$ cat src/rtl/pt_pkg.sv
package pt_pkg;

  // Strobes from control to datapath
  typedef struct packed {
    logic advance;  // every stage moves one step
    logic fill;     // a fresh pixel pair enters stage one
  } pt_strobe_t;

  localparam int PT_STAGES = 3;

endpackage

$ cat src/rtl/pt_ctrl.sv
module pt_ctrl
  import pt_pkg::*;
#(
  parameter int PIX_W    = 8,
  parameter int FRAC_W   = 8,
  parameter int TH_RST   = 100,
  parameter int LOW_RST  = 100,
  parameter int HIGH_RST = 150,
  localparam int SLOPE_W = PIX_W + FRAC_W + 2,
  localparam int MAXV    = (1 << PIX_W) - 1
) (
  input  logic                      clk,
  input  logic                      rstN,
  input  logic                      cfgLoad,
  input  logic [PIX_W-1:0]          cutoffIn,
  input  logic [PIX_W-1:0]          offsetIn,
  input  logic [PIX_W-1:0]          endIn,
  input  logic                      penValid,
  input  logic                      colValid,
  input  logic                      outReady,
  output logic                      penReady,
  output logic                      colReady,
  output logic                      outValid,
  output pt_strobe_t                stb,
  output logic [PIX_W-1:0]          thBase,
  output logic [PIX_W-1:0]          thLow,
  output logic signed [SLOPE_W-1:0] slope
);

  localparam int SLOPE_RST = (TH_RST >= MAXV) ? 0 :
                             ((HIGH_RST - LOW_RST) * (1 << FRAC_W)) / (MAXV - TH_RST);

  logic [PIX_W-1:0]          thHigh;
  logic [PT_STAGES-1:0]      vPipe;
  logic                      advance;
  logic                      pairValid;
  logic signed [PIX_W:0]     spanDiff;
  logic signed [SLOPE_W-1:0] numer;
  logic signed [SLOPE_W-1:0] denom;
  logic signed [SLOPE_W-1:0] slopeNext;

  // Handshake: the whole pipe moves unless the last stage is stuck
  assign advance   = !vPipe[PT_STAGES-1] || outReady;
  assign pairValid = penValid && colValid;
  assign penReady  = advance && colValid;
  assign colReady  = advance && penValid;
  assign outValid  = vPipe[PT_STAGES-1];

  assign stb.advance = advance;
  assign stb.fill    = advance && pairValid;

  always_ff @(posedge clk) begin
    if (!rstN) begin
      vPipe <= '0;
    end else if (advance) begin
      vPipe <= {vPipe[PT_STAGES-2:0], pairValid};
    end
  end

  // Threshold registers
  always_ff @(posedge clk) begin
    if (!rstN) begin
      thBase <= PIX_W'(TH_RST);
      thLow  <= PIX_W'(LOW_RST);
      thHigh <= PIX_W'(HIGH_RST);
    end else if (cfgLoad) begin
      thBase <= cutoffIn;
      thLow  <= offsetIn;
      thHigh <= endIn;
    end
  end

  // Slope constant in signed fixed point, refreshed from the registers
  always_comb begin
    spanDiff = $signed({1'b0, thHigh}) - $signed({1'b0, thLow});
    numer    = {{(SLOPE_W-PIX_W-1){spanDiff[PIX_W]}}, spanDiff} <<< FRAC_W;
    denom    = $signed(SLOPE_W'(MAXV - int'(thBase)));
    if (thBase == PIX_W'(MAXV)) begin
      slopeNext = '0;
    end else begin
      slopeNext = numer / denom;
    end
  end

  always_ff @(posedge clk) begin
    if (!rstN) begin
      slope <= SLOPE_W'(SLOPE_RST);
    end else begin
      slope <= slopeNext;
    end
  end

endmodule

$ cat src/rtl/pt_datapath.sv
module pt_datapath
  import pt_pkg::*;
#(
  parameter int PIX_W    = 8,
  parameter int CHANNELS = 3,
  parameter int FRAC_W   = 8,
  localparam int SLOPE_W = PIX_W + FRAC_W + 2,
  localparam int PROD_W  = PIX_W + 1 + SLOPE_W,
  localparam int BL_W    = 2 * PIX_W + 2,
  localparam int COL_W   = PIX_W * CHANNELS,
  localparam int MAXV    = (1 << PIX_W) - 1,
  localparam int ONE     = 1 << PIX_W
) (
  input  logic                      clk,
  input  logic                      rstN,
  input  pt_strobe_t                stb,
  input  logic [PIX_W-1:0]          penIn,
  input  logic [COL_W-1:0]          colIn,
  input  logic [PIX_W-1:0]          thBase,
  input  logic [PIX_W-1:0]          thLow,
  input  logic signed [SLOPE_W-1:0] slope,
  output logic [COL_W-1:0]          pixOut
);

  // Stage 1: distance from the cut-off
  logic [PIX_W-1:0]      s1Pen;
  logic [COL_W-1:0]      s1Col;
  logic signed [PIX_W:0] s1Diff;
  logic                  s1Below;

  always_ff @(posedge clk) begin
    if (!rstN) begin
      s1Pen   <= '0;
      s1Col   <= '0;
      s1Diff  <= '0;
      s1Below <= 1'b1;
    end else if (stb.fill) begin
      s1Pen   <= penIn;
      s1Col   <= colIn;
      s1Diff  <= $signed({1'b0, penIn}) - $signed({1'b0, thBase});
      s1Below <= penIn < thBase;
    end
  end

  // Stage 2: weight from the ramp, clamped
  logic signed [PROD_W-1:0] prod;
  logic signed [PROD_W-1:0] yRaw;
  logic [PIX_W-1:0]         yNext;
  logic [PIX_W-1:0]         s2Pen;
  logic [COL_W-1:0]         s2Col;
  logic [PIX_W-1:0]         s2Y;

  always_comb begin
    prod = PROD_W'(s1Diff) * PROD_W'(slope);
    yRaw = (prod >>> FRAC_W) + $signed(PROD_W'(thLow));
    if (s1Below || yRaw < 0) begin
      yNext = '0;
    end else if (yRaw > $signed(PROD_W'(MAXV))) begin
      yNext = PIX_W'(MAXV);
    end else begin
      yNext = yRaw[PIX_W-1:0];
    end
  end

  always_ff @(posedge clk) begin
    if (!rstN) begin
      s2Pen <= '0;
      s2Col <= '0;
      s2Y   <= '0;
    end else if (stb.advance) begin
      s2Pen <= s1Pen;
      s2Col <= s1Col;
      s2Y   <= yNext;
    end
  end

  // Stage 3: per-channel blend, repacked
  logic [PIX_W-1:0] chanMix [CHANNELS];
  logic [COL_W-1:0] mixPacked;

  for (genvar ch = 0; ch < CHANNELS; ch++) begin : g_chan
    logic [PIX_W-1:0] chanIn;
    logic [BL_W-1:0]  mixSum;
    logic [BL_W-1:0]  mixShift;

    assign chanIn   = s2Col[ch*PIX_W +: PIX_W];
    assign mixSum   = BL_W'(chanIn) * BL_W'(s2Y)
                    + BL_W'(s2Pen) * (BL_W'(ONE) - BL_W'(s2Y));
    assign mixShift = mixSum >> PIX_W;
    assign chanMix[ch] = (mixShift > BL_W'(MAXV)) ? PIX_W'(MAXV)
                                                  : mixShift[PIX_W-1:0];
    assign mixPacked[ch*PIX_W +: PIX_W] = chanMix[ch];
  end

  always_ff @(posedge clk) begin
    if (!rstN) begin
      pixOut <= '0;
    end else if (stb.advance) begin
      pixOut <= mixPacked;
    end
  end

endmodule

$ cat src/rtl/pencil_tint_blend.sv
module pencil_tint_blend
  import pt_pkg::*;
#(
  parameter int PIX_W    = 8,
  parameter int CHANNELS = 3,
  parameter int FRAC_W   = 8,
  parameter int TH_RST   = 100,
  parameter int LOW_RST  = 100,
  parameter int HIGH_RST = 150,
  localparam int SLOPE_W = PIX_W + FRAC_W + 2,
  localparam int COL_W   = PIX_W * CHANNELS
) (
  input  logic             clk,
  input  logic             rstN,
  input  logic             cfgLoad,
  input  logic [PIX_W-1:0] cutoffIn,
  input  logic [PIX_W-1:0] offsetIn,
  input  logic [PIX_W-1:0] endIn,
  input  logic             penValid,
  output logic             penReady,
  input  logic [PIX_W-1:0] penData,
  input  logic             colValid,
  output logic             colReady,
  input  logic [COL_W-1:0] colData,
  output logic             outValid,
  input  logic             outReady,
  output logic [COL_W-1:0] outData
);

  pt_strobe_t                stb;
  logic [PIX_W-1:0]          thBaseQ;
  logic [PIX_W-1:0]          thLowQ;
  logic signed [SLOPE_W-1:0] slopeQ;

  pt_ctrl #(
    .PIX_W(PIX_W), .FRAC_W(FRAC_W),
    .TH_RST(TH_RST), .LOW_RST(LOW_RST), .HIGH_RST(HIGH_RST)
  ) u_ctrl (
    .clk(clk), .rstN(rstN), .cfgLoad(cfgLoad),
    .cutoffIn(cutoffIn), .offsetIn(offsetIn), .endIn(endIn),
    .penValid(penValid), .colValid(colValid), .outReady(outReady),
    .penReady(penReady), .colReady(colReady), .outValid(outValid),
    .stb(stb), .thBase(thBaseQ), .thLow(thLowQ), .slope(slopeQ)
  );

  pt_datapath #(
    .PIX_W(PIX_W), .CHANNELS(CHANNELS), .FRAC_W(FRAC_W)
  ) u_dp (
    .clk(clk), .rstN(rstN), .stb(stb),
    .penIn(penData), .colIn(colData),
    .thBase(thBaseQ), .thLow(thLowQ), .slope(slopeQ),
    .pixOut(outData)
  );

endmodule

$ cat config.mk
export PLATFORM = sky130hd
export DESIGN_NAME = pencil_tint_blend
export DESIGN_NICKNAME = d
export VERILOG_FILES = /design/src/rtl/pt_pkg.sv /design/src/rtl/pt_ctrl.sv /design/src/rtl/pt_datapath.sv /design/src/rtl/pencil_tint_blend.sv
export SDC_FILE = /design/constraint.sdc
export NUM_CORES = 2
export LEC_CHECK = 0
export ABC_CLOCK_PERIOD_IN_PS = 63100
export CAP_MARGIN = 10
export CORE_MARGIN = 2
export CORE_UTILIZATION = 35
export CTS_BUF_LIST = sky130_fd_sc_hd__clkbuf_4 sky130_fd_sc_hd__clkbuf_8
export DETAILED_ROUTE_END_ITERATION = 10
export PLACE_DENSITY = 0.52
export SLEW_MARGIN = 20
export SYNTH_ARGS = -nofsm -noshare
export SYNTH_HDL_FRONTEND = slang
export SYNTH_SLANG_ARGS = --single-unit
$ cat constraint.sdc
create_clock -name clk -period 63.1 [get_ports clk]
set_input_delay 15.775 -clock clk [delete_from_list [all_inputs] [get_ports clk]]
set_output_delay 15.775 -clock clk [all_outputs]
set_load 0.005 [all_outputs]
# Word level (Yosys, flattened, before mapping)
# Index checks and enable logic that the tools add are counted.
# op_classes
add_sub_neg	8
mul	5
div_mod_pow	1
magnitude_cmp	6
eq_ne	1
n_mux	6
n_bitwise	1
reduce_logical	8
# op_table
operator	count
adder 16 x 18 -> 18 bit	3
multiplier 8 x 8 -> 16 bit	3
two-way mux 8 bit	5
greater-than comparator 10 x 8 -> 1 bit (second input constant)	3
multiplier 9 x 18 -> 27 bit	1
adder 19 x 9 -> 20 bit	1
greater-than comparator 20 x 9 -> 1 bit (second input constant)	1
less-than comparator 20 x 1 -> 1 bit (second input constant)	1
divider 18 x 18 -> 18 bit	1
multiplier 8 x 18 -> 18 bit	1
subtractor 8 x 8 -> 9 bit	2
subtractor 9 x 8 -> 10 bit (first input constant)	1
subtractor 8 x 8 -> 9 bit (first input constant)	1
== test 8 bit (second input constant)	1
less-than comparator 8 bit	1
two-way mux 7 bit	1
logical AND 1 bit	4
logical OR 1 bit	2
OR reduction 2 bit	1
logical NOT 1 bit	1
inverter 1 bit	1
# word_totals
reg_bits	151
inputBits	62
out_inout_bits	27
wordCells	50

# Longest topological paths before layout
# depth
word_depth	5
depth_mapped	194
ltp_nobuf	183

# By module
# Synthesis repeated with hierarchy kept, for this count alone.
# unflattened
hier_cells	3568
hier_area_um2	29728.5
# modules_own_cells
module	n_inst	cells_each	area_each_um2	seq_area_each_um2
pt_datapath	1	2198	19637.6	2122.0
pt_ctrl	1	1370	10090.9	900.9

# Worst setup path after synthesis
# Ideal clock, no wire load.
# synth_timing
path_kind	reg-to-reg
from	reg u_ctrl.thLow[0]
to	reg u_ctrl.slope[12]
setup_ps	128
arrival_ps	34809
required_time_ps	62972
path_slack_ps	28164
path_stages_with_launch	186
path_buffers	13
synth_period_minus_slack_ps	34936
path_cell_list	dfxtp_1 ha_1 inv_1 fa_1 a21o_1 a221oi_2 mux2i_1 nor2_1 and4_1 ha_1 o21ai_0 a21o_1 and2_1 a41oi_1 inv_1 ha_1 o211ai_1 a211o_1 [... 150 more ...] buf_2 nor2_8 mux2_1 ha_1 a21o_1 a21oi_1 nor2b_1 o21ai_0 nand2_1 a21oi_1 o221ai_1 a21o_1 nor4_1 ha_1 a41o_1 o21ai_0 xnor2_1 nor2_1
# synth_via
elab_chain_cells	2
# synth_rtl
element	line_no	source
start: declaration	pt_ctrl.sv:26	output logic [PIX_W-1:0] thLow,
start signal: assignment	pt_ctrl.sv:64	thLow <= PIX_W'(LOW_RST);
start signal: assignment	pt_ctrl.sv:68	thLow <= offsetIn;
subtractor 8 x 8 -> 9 bit	pt_ctrl.sv:75	spanDiff = $signed({1'b0, thHigh}) - $signed({1'b0, thLow});
divider 18 x 18 -> 18 bit	pt_ctrl.sv:81	slopeNext = numer / denom;
end signal: assignment	pt_ctrl.sv:87	slope <= SLOPE_W'(SLOPE_RST);
end signal: assignment	pt_ctrl.sv:89	slope <= slopeNext;
end: declaration	pt_ctrl.sv:27	output logic signed [SLOPE_W-1:0] slope
# No other way between the ends.
# A chain may end at the register's enable or synchronous reset.

# Worst setup path after layout
# Same ends and word-level chain as after synthesis.

==> results.md <==
- Core Region: 80500 sq um
- Post-cts sizing count: 0
- Post-Route WL: 81.2 mm
- Worst-Margin Slew: 0.983 ns
- Skew-Pair Late Insertion Delay: 0.59 ns
- Critical path required time: 63.55 ns
- Initial Util: 35.3%
- CTS tree: yes
- RSZ-0062 raised after global routing: false
- Crit path launch type: flop
- Synthesis Warnings: 0
- R2R cell count: 171
- Syn Inst Count: 3457
- Nets: 4185
- CTS H-tree lvls: 4
- Fillers: 8440
- CP endpoint kind: flop
- Final Critical Period: 40.22 ns
- Post-route DRC: 0
- Post-synth top area cell: fa_1
- Final Hold Vio Count: 0
- Number of hold buffers added after cts: 0
- Area contributors post-synth: fa_1 23%, ha_1 15%, dfxtp_1 11%, nand2_1 6.4%, inv_1 5.8%
- Root Driver: clkbuf_8
- Final core occ: 38.3%
- Final setup fails: 0
- Vias in the first global route: 23100
- Post-synth ARST share: 0%
- CTS Sinks: 151
- CP endpoint: u_ctrl.slope[12]
- Synth cell count leaders: 484 x nand2_1, 437 x inv_1, 338 x ha_1
- CP max FO: 24
- Clk buf depth: 2
- Post-DP HPWL: 64.7 mm
- IO Count: 89
- Synth Register Bits: 151
- CTS Buf Count: 17
- Critical path's most frequent cell: nor2_1
- Clock slew at reported path FFs: 0.11 ns
- EDFF count, synth: 0
- RR Endpoint: u_ctrl.slope[12]
- Drt wl/cell: 17.9 um
- Die extent in y: 289 um
- Hold WS: 0.463 ns
- Via/cell ratio: 5.18
- Vias post-DR: 23500
- Critical setup path kind: reg -> reg
- I/O Buffers: 88
- Die area: 83600 sq um
- Share of cells above drive strength 1: 5.24%
- Largest net degree at the start of global routing: 64
- Slew HR: 34.4%
- Post-synth top area share: 22.9%
- Setup TNS: 0 ns
- Count leader, synth: nand2_1
- P&R area growth vs syn: 8.26%
- R2r setup slk: 22.88 ns
- Worst stage delay on the critical path: 0.74 ns
- Fin. max-slew vios: 0
- Reg2reg start: u_ctrl.thLow[0]
- Row Count: 104
- Post-synthesis net count: 4182
- Die X: 289 um
- Number of setup buffers added after CTS: 0
- Mapped Area: 28500 sq um
- Register area share after synthesis: 10.6%
- Status: finished clean
- Setup Skew: 0.0206 ns
- Worst Hold Class: reg -> reg
- Max Cap Viol: 0
- Worst path slowest cell: nor2_1
- Fmax: 24.9 MHz
- Fin crit share: 63.7%
- Worst EP arrival: 40.67 ns
- Syn_area_per_cell: 8.23 sq um
- Main flop type after synthesis: dfxtp_1
- GPL Wtd Cong: 0.862
- Drt initial violations: 1359
- GRT Total Usage: 20.0%
- Overflow left after global routing: 0
- Unique masters post-synth: 114
- Crit. Startpoint: u_ctrl.thLow[0]
- First-pass DRT Iterations: 5
- Global-route wire length before repair: 130 mm
- Antenna violations before repair: 1
- Final ANT Viol Nets: 0
worst min path at each step:
stage,startpoint,end,depth (start not counted)
6_report,u_dp.s1Pen[2],u_dp.s1Pen[2],2
5_1_grt,u_dp.s1Col[16],u_dp.s1Col[16],2
3_3_place_gp,u_dp.s1Col[7],u_dp.s1Col[7],2
3_5_place_dp,u_dp.s1Col[16],u_dp.s1Col[16],2
2_1_floorplan,u_dp.s1Col[0],u_dp.s1Col[0],2
4_1_cts,u_dp.s1Col[16],u_dp.s1Col[16],2
metal layers:
layer | vias up | share of wire [%] | wire length (um) | GRT usage (%)
met1 | 11500 | 50 | 40400 | 28.6
met2 | 366 | 45 | 36700 | 32.4
met3 | 62 | 3.4 | 2790 | 2.20
met4 | 0 | 1.6 | 1270 | 4.36
li1 | 11500 | - | - | -
met5 | - | 0 | 0 | 0
final cells by class:
class	instances	area [sq um]	share of cell area, %
Multi-Input combinational cell	2726	23200	75.4
Clock inverter	14	174	0.564
Clock buffer	18	248	0.804
Sequential cell	151	3020	9.82
Inverter	440	1650	5.36
Tap cell	1060	1330	4.30
Antenna cell	1	2.50	0.00812
Timing Repair Buffer	124	1140	3.71
stage by stage:
stage | instance area (sq um) | std cells | setup slack, ns
finish | 30800 | 4534 | 22.88
detailed placement | 30400 | 4501 | 22.92
global route | 30800 | 4533 | 19.03
CTS | 30800 | 4533 | 22.79
global placement | 30400 | 4501 | 23.86
floorplan | 28500 | 3457 | 28.16
cell families (layout without fill, tap and decap cells):
family / after synthesis / in the layout / synth area share (%)
simple gates: 1191 / 1191 / 20.4
fa+ha+maj: 663 / 663 / 37.7
compound gates: 643 / 643 / 15.8
buf+inv: 580 / 596 / 7.78
flops: 151 / 151 / 10.6
xor+xnor: 148 / 148 / 4.55
mux: 80 / 80 / 3.12
other cells: 1 / 2 / 0.0132
registers in the layout, indices dropped and copies added (netlist names):
name,flops
u_dp.s1Diff,9
u_ctrl.thHigh,8
u_dp.s1Pen,8
u_dp.s1Below,1
u_dp.s2Pen,8
u_dp.pixOut,24
u_ctrl.vPipe,3
u_dp.s1Col,24
u_dp.s2Col,24
u_ctrl.thLow,8
u_dp.s2Y,8
u_ctrl.slope,18
u_ctrl.thBase,8
cells in the final DEF (no fill, tap or decap), drive strengths merged, types with 22 or more instances in the layout:
cell type	Yosys	final
buf	24	38
a31oi	24	24
mux2i	49	49
xnor2	99	99
clkdlybuf4s50	0	86
dfxtp	151	151
nor2b	48	48
nor2	179	179
fa	325	325
o21bai	30	30
a21oi	171	171
o211ai	27	27
nand2b	40	40
and2	214	214
ha	338	338
nor3	82	82
o21ai	95	95
mux2	31	31
xor2	49	49
nand2	484	484
nand3	37	37
or3	22	22
a21o	47	47
a21boi	42	42
inv	440	449
o21a	55	55
critical path: cells and delay by family, from the launching register on:
kind                       cells  cell delay, ns
adders and majority gates     20            6.09
xor gates and xnor gates       1            0.17
buffers and inverters          4            0.31
AOI/OAI and AO/OA             90           20.88
muxes                          4            1.45
DFF                            1            0.41
and+or+nand+nor               52           10.73
Power is left out: the tool's default activity adds up to more than one toggle a clock period on the data nets, which glitch-free logic cannot reach.
